--- config.mk ---
export PLATFORM = sky130hd
export DESIGN_NAME = stereo_gain_ramp
export DESIGN_NICKNAME = d
export VERILOG_FILES = /design/src/rtl/gr_pkg.sv /design/src/rtl/gr_ramp.sv /design/src/rtl/gr_scale.sv /design/src/rtl/stereo_gain_ramp.sv
export SDC_FILE = /design/constraint.sdc
export NUM_CORES = 2
export LEC_CHECK = 0
export CAP_MARGIN = 0
export CORE_UTILIZATION = 55
export CTS_CLUSTER_DIAMETER = 30
export DETAILED_ROUTE_END_ITERATION = 16
export PLACE_DENSITY = 0.73
export SYNTH_ARGS = -nofsm -noshare
export SYNTH_HDL_FRONTEND = slang
export SYNTH_HIERARCHICAL = 1
export SYNTH_SLANG_ARGS = --single-unit
--- constraint.sdc ---
create_clock -name clk -period 20.1 [get_ports clk]
set_input_delay 6.03 -clock clk [delete_from_list [all_inputs] [get_ports clk]]
set_output_delay 6.03 -clock clk [all_outputs]
set_load 0.05 [all_outputs]
--- src/rtl/gr_pkg.sv ---
// Shared widths and channel indexing for the stereo gain ramp.
// Assumes two channels; widths are the defaults the modules take.
package gr_pkg;
    localparam int SMP_W_D  = 24;
    localparam int VOL_W_D  = 14;
    localparam int FINE_W_D = 4;
    localparam int CH_N     = 2;

    typedef enum logic {
        CH_LEFT  = 1'b0,
        CH_RIGHT = 1'b1
    } ch_e;
endpackage

--- src/rtl/gr_ramp.sv ---
// Per-channel working volume. Holds the captured request and steps the
// coarse bits one count per strobe toward the goal. The fine bits load
// the goal directly. The goal is zero while mute is asserted.
// Assumes step_en is a single-cycle strobe; load_en may coincide with it.
module gr_ramp #(
    parameter int VOL_W  = gr_pkg::VOL_W_D,
    parameter int FINE_W = gr_pkg::FINE_W_D
) (
    input  logic             clk,
    input  logic             rst_n,
    input  logic             step_en,
    input  logic             load_en,
    input  logic             mute,
    input  logic [VOL_W-1:0] req_in,
    output logic [VOL_W-1:0] gain
);
    localparam int COARSE_W = VOL_W - FINE_W;

    logic [VOL_W-1:0]    req_q;
    logic [VOL_W-1:0]    goal;
    logic [COARSE_W-1:0] coarse_q;
    logic [COARSE_W-1:0] coarse_goal;
    logic [FINE_W-1:0]   fine_q;

    // Capture the request on a load pulse.
    always_ff @(posedge clk) begin
        if (!rst_n)       req_q <= '0;
        else if (load_en) req_q <= req_in;
    end

    // Select the goal: zero when muted, else the held request.
    always_comb begin
        goal        = mute ? '0 : req_q;
        coarse_goal = goal[VOL_W-1:FINE_W];
    end

    // Step coarse bits by one and load fine bits on every strobe.
    always_ff @(posedge clk) begin
        if (!rst_n) begin
            coarse_q <= '0;
            fine_q   <= '0;
        end else if (step_en) begin
            fine_q <= goal[FINE_W-1:0];
            if (coarse_q < coarse_goal)      coarse_q <= coarse_q + 1'b1;
            else if (coarse_q > coarse_goal) coarse_q <= coarse_q - 1'b1;
        end
    end

    assign gain = {coarse_q, fine_q};
endmodule

--- src/rtl/gr_scale.sv ---
// Linear scaler: signed sample times unsigned volume, divided by
// 2^VOL_W and saturated. An all-ones volume is bumped to 2^VOL_W so that
// it is exact unity. The output is registered on en.
// Assumes gain is the pre-update working volume at the strobe edge.
module gr_scale #(
    parameter int SMP_W = gr_pkg::SMP_W_D,
    parameter int VOL_W = gr_pkg::VOL_W_D
) (
    input  logic                    clk,
    input  logic                    rst_n,
    input  logic                    en,
    input  logic signed [SMP_W-1:0] smp,
    input  logic [VOL_W-1:0]        gain,
    output logic signed [SMP_W-1:0] out
);
    localparam int COEF_W = VOL_W + 2;
    localparam int PROD_W = SMP_W + COEF_W;
    localparam logic signed [PROD_W-1:0] MAXV =
        {{(PROD_W-SMP_W+1){1'b0}}, {(SMP_W-1){1'b1}}};
    localparam logic signed [PROD_W-1:0] MINV =
        {{(PROD_W-SMP_W+1){1'b1}}, {(SMP_W-1){1'b0}}};

    logic [COEF_W-1:0]        coef;
    logic signed [PROD_W-1:0] smp_x;
    logic signed [PROD_W-1:0] coef_x;
    logic signed [PROD_W-1:0] prod;
    logic signed [PROD_W-1:0] shifted;
    logic signed [SMP_W-1:0]  sat;

    // Build the unsigned coefficient, mapping all ones to exact unity.
    always_comb begin
        coef   = {2'b00, gain} + {{(COEF_W-1){1'b0}}, gain[VOL_W-1]};
        smp_x  = {{(PROD_W-SMP_W){smp[SMP_W-1]}}, smp};
        coef_x = {{(PROD_W-COEF_W){1'b0}}, coef};
    end

    // Multiply, rescale and clamp to the sample range.
    always_comb begin
        prod    = smp_x * coef_x;
        shifted = prod >>> VOL_W;
        if (shifted > MAXV)      sat = MAXV[SMP_W-1:0];
        else if (shifted < MINV) sat = MINV[SMP_W-1:0];
        else                     sat = shifted[SMP_W-1:0];
    end

    // Register the scaled sample on the strobe.
    always_ff @(posedge clk) begin
        if (!rst_n)  out <= '0;
        else if (en) out <= sat;
    end
endmodule

--- src/rtl/stereo_gain_ramp.sv ---
// Stereo clickless volume with soft mute. One ramp and one scaler per
// channel, both advanced by the shared sample strobe. Mute is the OR of
// the pin and the control bit and is sampled at each strobe.
// Assumes inputs are synchronous to clk.
module stereo_gain_ramp #(
    parameter int SMP_W  = gr_pkg::SMP_W_D,
    parameter int VOL_W  = gr_pkg::VOL_W_D,
    parameter int FINE_W = gr_pkg::FINE_W_D
) (
    input  logic                    clk,
    input  logic                    rst_n,
    input  logic                    smp_valid,
    input  logic signed [SMP_W-1:0] smp_left,
    input  logic signed [SMP_W-1:0] smp_right,
    input  logic                    vol_load,
    input  logic [VOL_W-1:0]        vol_left,
    input  logic [VOL_W-1:0]        vol_right,
    input  logic                    mute_pin,
    input  logic                    mute_bit,
    output logic signed [SMP_W-1:0] out_left,
    output logic signed [SMP_W-1:0] out_right,
    output logic                    out_valid
);
    import gr_pkg::*;

    logic                    mute_any;
    logic signed [SMP_W-1:0] smp_a  [CH_N];
    logic signed [SMP_W-1:0] out_a  [CH_N];
    logic [VOL_W-1:0]        req_a  [CH_N];
    logic [VOL_W-1:0]        gain_w [CH_N];

    // Merge the two mute sources and fan inputs into channel arrays.
    always_comb begin
        mute_any      = mute_pin | mute_bit;
        smp_a[CH_LEFT]  = smp_left;
        smp_a[CH_RIGHT] = smp_right;
        req_a[CH_LEFT]  = vol_left;
        req_a[CH_RIGHT] = vol_right;
    end

    for (genvar c = 0; c < CH_N; c++) begin : g_ch
        gr_ramp #(.VOL_W(VOL_W), .FINE_W(FINE_W)) u_ramp (
            .clk     (clk),
            .rst_n   (rst_n),
            .step_en (smp_valid),
            .load_en (vol_load),
            .mute    (mute_any),
            .req_in  (req_a[c]),
            .gain    (gain_w[c])
        );

        gr_scale #(.SMP_W(SMP_W), .VOL_W(VOL_W)) u_scale (
            .clk   (clk),
            .rst_n (rst_n),
            .en    (smp_valid),
            .smp   (smp_a[c]),
            .gain  (gain_w[c]),
            .out   (out_a[c])
        );
    end

    assign out_left  = out_a[CH_LEFT];
    assign out_right = out_a[CH_RIGHT];

    // Flag the cycle in which fresh outputs are present.
    always_ff @(posedge clk) begin
        if (!rst_n) out_valid <= 1'b0;
        else        out_valid <= smp_valid;
    end
endmodule

# ---- Yosys cells after proc, flatten, opt, wreduce, memory -nomap -nowiden
# Index checks and enable logic that the tools add are counted.
dict set report totals {
  ff_bits 105
  inputBits 82
  word_cells 40
  out_inout_bits 49
}
dict set report classes {
  mul 2
  add_sub_neg 6
  n_lt_le_gt_ge 8
  bitwise_logic 1
  n_reduce_logical 4
  muxes 10
}
# operator n
set ops {}
lappend ops {{$mux W24} 4}
lappend ops {{$mul A24 B16 Y40} 2}
lappend ops {{$gt A26 B24 Y1 const B} 2}
lappend ops {{$lt A26 B24 Y1 const B} 2}
lappend ops {{$mux W10} 4}
lappend ops {{$add A14 B1 Y15} 2}
lappend ops {{$mux W14} 2}
lappend ops {{$add A10 B1 Y10 const B} 2}
lappend ops {{$gt A10 B10 Y1} 2}
lappend ops {{$lt A10 B10 Y1} 2}
lappend ops {{$sub A10 B1 Y10 const B} 2}
lappend ops {{$reduce_and A2 Y1} 2}
lappend ops {{$reduce_bool A2 Y1} 2}
lappend ops {{$or A1 B1 Y1} 1}

# ---- Logic depth before layout (Yosys ltp)
dict set report logic_depth {
  ltp_word 5
  depth_mapped 30
  mapped_depth_nobuf 28
}

# ---- Modules after synthesis
# Netlist, hierarchy kept.
# mod n_inst cells_each seq_area_each_um2 area_each_um2
set modules_own_cells {}
lappend modules_own_cells {{gr_scale at g_ch[0].u_scale} 1 1633 480.5 14316.2}
lappend modules_own_cells {{gr_scale at g_ch[1].u_scale} 1 1593 480.5 14144.8}
lappend modules_own_cells {gr_ramp 2 191 560.5 1674.1}
lappend modules_own_cells {stereo_gain_ramp 1 3 20.0 32.5}

# ---- Worst setup path after synthesis
# No wires, ideal clock.
dict set report synth_timing {
  path_kind {input to register}
  from {input smp_left[23]}
  to {register g_ch[0].u_scale.out[0]}
  required_ps 20033
  cell_stages 21
  path_buffers 2
  path_slack_ps 7968
  setup_ps 67
  arrival_ps 12065
  cell_sequence {clkbuf_1 -> nand2_1 -> inv_1 -> fa_1 -> fa_1 -> inv_1 -> fa_1 -> fa_1 -> fa_1 -> fa_1 -> inv_1 -> ha_1 -> a21oi_1 -> nand2b_1 -> a211oi_1 -> a41oi_1 -> or4_4 -> and2_4 -> o21a_4 -> buf_6 -> a21oi_2}
}
dict set report synth_between {
  elab_chain_cells 4
}
# element line
set synth_rtl {}
lappend synth_rtl {{from (decl)} stereo_gain_ramp.sv:13} ;# input logic signed [SMP_W-1:0] smp_left,
lappend synth_rtl {{$mul A24 B16 Y40 (*)} gr_scale.sv:39} ;# prod = smp_x * coef_x;
lappend synth_rtl {{$lt A26 B24 Y1} gr_scale.sv:42} ;# else if (shifted < MINV) sat = MINV[SMP_W-1:0];
lappend synth_rtl {{$mux W24} gr_scale.sv:42}
lappend synth_rtl {{$mux W24 (*)} gr_scale.sv:41} ;# if (shifted > MAXV) sat = MAXV[SMP_W-1:0];
lappend synth_rtl {{to (signal assigned)} gr_scale.sv:49} ;# else if (en) out <= sat;
lappend synth_rtl {{to (decl)} gr_scale.sv:14} ;# output logic signed [SMP_W-1:0] out
# Every way passes the cells marked *; elsewhere a longest branch is shown, timed or not.
# A chain may end at the register's enable or synchronous reset.

# ---- Worst setup path after layout
dict set report layout_timing {
  from {input smp_right[11]}
  to {register g_ch[1].u_scale.out[10]}
}
dict set report layout_between {
  elab_chain_cells 4
}
# element line
set layout_rtl {}
lappend layout_rtl {{from (decl)} stereo_gain_ramp.sv:14} ;# input logic signed [SMP_W-1:0] smp_right,
lappend layout_rtl {{$mul A24 B16 Y40 (*)} gr_scale.sv:39}
lappend layout_rtl {{$lt A26 B24 Y1} gr_scale.sv:42}
lappend layout_rtl {{$mux W24} gr_scale.sv:42}
lappend layout_rtl {{$mux W24 (*)} gr_scale.sv:41}
lappend layout_rtl {{to (signal assigned)} gr_scale.sv:49}
lappend layout_rtl {{to (decl)} gr_scale.sv:14}
# Marked as above.

==> out/metrics.yaml <==
drt:
  avgRoutedWirePerCell_um: 17.6
  detail-route-antenna-nets: 0
  first_pass_iters: 5
  drt-vias-per-instance: 5.41
  drt-initial-drc-count: 1178
  drc_errors: 0
  postRouteWirelength_um: 77300
  route.vias.total: 23800
worst_setup_path:
  path_cells: "clkdlybuf4s50_1, nand2_1, fa_1, inv_1, fa_1, fa_1, fa_1, fa_1, inv_1, fa_1, inv_1, ha_1, a21oi_4, o21ai_0, nor2_1, a31oi_4, a221oi_4, o41ai_4, xnor2_2, a21boi_4, a21oi_1"
  crit_type: "primary input to flip-flop"
  cpMostUsedCell: "fa_1"
  cp_slowest_cell: "clkdlybuf4s50_1"
  rr_endpoint: "g_ch[1].u_scale/out[10]$_SDFFE_PN0P_"
  cp.required_ps: 20400
  worst-path-buf-inv: 4
  cp_top_family: "adder cells"
  rr_worst_depth: 26
  arrival_ps: 13440
  start_kind: "primary input"
  endpoint_kind: "flip-flop"
  reg2reg_from: "g_ch[1].u_ramp/coarse_q[9]$_SDFFE_PN0P_"
  crit_fanout: 25
  r2r_setup_slack_ps: 11570
  startpoint: "smp_right[11]"
  slowest_delay_ps: 880
cts:
  worstSkewPairLatency_ps: 390
  cts_tree: "built"
  cts-root-buf: "clkbuf_16"
  hold_buffers: 0
  cts.reportedPaths.clkPinSlew_ps: 70
  cts_sinks: 105
  htreeDepth: 3
  cts_resized: 0
  cts_setup_buffers: 0
  cts_max_path_buffers: 2
  cts_buffers: 9
logic_synthesis:
  synth_area_per_cell_um2: 8.82
  async_flop_share_pct: 0
  syn_inst: 3611
  synth_xor_area_share_pct: 2.83
  yosysSeqAreaShare_pct: 6.60
  synth_most_common_cell: "inv_1"
  synth_nets: 4625
  synth_mux_area_share_pct: 1.32
  synth_top_area_share_pct: 44.0
  synth_top_cell_by_area: "fa_1"
  synthAdderAreaFrac_pct: 53.1
  ys_ff_latch: 105
  synth_compound_area_share_pct: 7.77
  synth_edf_count: 0
  synthFlopType: "dfxtp_1"
  yosys_warnings: 6
  syn-cell-area_mm2: 0.0318
  synthSimpleGateAreaFrac_pct: 16.7
  synth_area_leaders: "fa_1 44%, inv_1 9.6%, ha_1 9.1%"
  yosysUniqueCellTypes: 78
  synth_top_family_by_area: "adder cells"
  synthTopCellsByCount: "812 x inv_1, 700 x fa_1, 469 x nand2_1"
timing:
  setup_viol: 0
  finalHoldViolCount: 0
  rsz0062_at_grt: "no"
  skew_ps: 14.5
  slew_viol_final: 0
  period_share_pct: 65.4
  fmax_mhz: 76.1
  finalSetupTns_ps: 0
  relSlewSlack_pct: 26.1
  tightest_slew_ps: 1110
  period_minus_slack_ps: 13140
layout:
  antennaDiodeCount: 0
  final_net_count: 4643
  fillCellCount: 5045
  drive_above_1_share_pct: 3.25
  syn_to_final_growth_pct: 7.31
worst_hold_path:
  hold_end: "g_ch[0].u_ramp/req_q[4]$_SDFFE_PN0P_"
  hp-class: "flip-flop to flip-flop"
  min-delay-start: "g_ch[0].u_ramp/req_q[4]$_SDFFE_PN0P_"
  min_path_cells: 2
global_route:
  grt_max_degree: 66
  track_usage_pct: 28.3
  grt_first_pass_wirelength_um: 133000
  grt_antenna_before_repair: 0
  grt-ovfl-total: 0
  grt_pass1_vias: 25800
die:
  die_y_um: 243
  die_w_um: 243
  coreArea_mm2: 0.0568
  start_util_pct: 56.0
  io_pins: 131
  dieArea_mm2: 0.0589
  fp-row-count: 87
placement:
  numPortBuffers: 130
  place_congestion: 0.941
  dp_hpwl_um: 62400
run_status:
  outcome: "finished clean"
job:
  drv_cap: 0
==> final cells by class <==
type / instances / area (um^2) / area share (%)
sequential: 105 / 2100 / 6.15
clock inverter: 7 / 92.6 / 0.271
multi-input combinational: 2541 / 26300 / 76.8
inverter: 816 / 3060 / 8.96
timing repair buffer: 156 / 1490 / 4.35
clock buffer: 9 / 225 / 0.659
tap: 756 / 946 / 2.77
==> worst max path at each step <==
stage / end / slack (ps) / cells after the start
finish: g_ch[1].u_scale/out[10]$_SDFFE_PN0P_ / 6960 / 21
global route: g_ch[1].u_scale/out[9]$_SDFFE_PN0P_ / 6410 / 20
CTS: g_ch[1].u_scale/out[10]$_SDFFE_PN0P_ / 7020 / 20
detailed placement: g_ch[1].u_scale/out[17]$_SDFFE_PN0P_ / 6620 / 20
global placement: g_ch[1].u_scale/out[2]$_SDFFE_PN0P_ / 6730 / 21
floorplan: g_ch[0].u_scale/out[0]$_SDFFE_PN0P_ / 7970 / 21
==> worst min-delay path, delay by kind of cell (launching register included) <==
kind          cells  cell delay (ps)
flops             1              330
simple gates      1               70
mux               1               60
==> per-stage QoR <==
| step | worst slack, ps | util (%) | hold slack [ps] | cells | instance area, um^2 |
|---|---|---|---|---|---|
| 2_1_floorplan | 7970 | - | 452 | 3611 | 31800 |
| 3_3_place_gp | 6730 | 59.6 | 470 | 4374 | 33900 |
| 3_5_place_dp | 6620 | 59.6 | 478 | 4374 | 33900 |
| 4_1_cts | 7020 | 60.1 | 496 | 4390 | 34200 |
| 5_1_grt | 6410 | 60.1 | 523 | 4390 | 34200 |
| 6_report | 6960 | 60.1 | 490 | 4390 | 34200 |
==> cell families (layout without fill, tap and decap cells) <==
family	count (synthesis)	after routing
buf+inv	965	988
simple gates	1081	1081
mux	42	42
flops	105	105
compound gates	384	384
xor+xnor	102	102
fa+ha+maj	932	932
==> routing by layer <==
layer / routed length [um] / vias up / part of all wire (%) / track usage (%)
met1: 31200 / 12000 / 40 / 36.3
met4: 3300 / 0 / 4.3 / 11.8
met5: 0 / - / 0 / 0
li1: - / 10900 / - / -
met3: 4320 / 182 / 5.6 / 3.43
met2: 38500 / 716 / 50 / 48.5
==> state kept, by name (all words and copies together), names as in the netlist <==
register and count:
g_ch.u_ramp/fine_q 8, g_ch.u_ramp/coarse_q 20, g_ch.u_scale/out 48, g_ch.u_ramp/req_q 28, out_valid 1
==> cells in the final DEF, fill, tap and decap left out, types with 17 or more instances in the layout <==
master,Yosys,layout
inv_1,812,812
fa_1,700,700
nand2_1,469,469
ha_1,232,232
nor2b_1,183,183
and2_1,165,165
clkdlybuf4s50_1,0,128
a21oi_1,122,122
o21ai_0,109,109
dfxtp_1,105,105
nor2_1,96,96
xnor2_1,70,55
nand2b_1,45,45
mux2i_1,42,42
nand3_1,42,42
buf_4,1,26
nand4_1,23,23
xor2_1,31,23
a21oi_2,23,23
and3_1,17,17
Power is left out: the tool's default activity adds up to more than one toggle a clock period on the data nets, which glitch-free logic cannot reach.
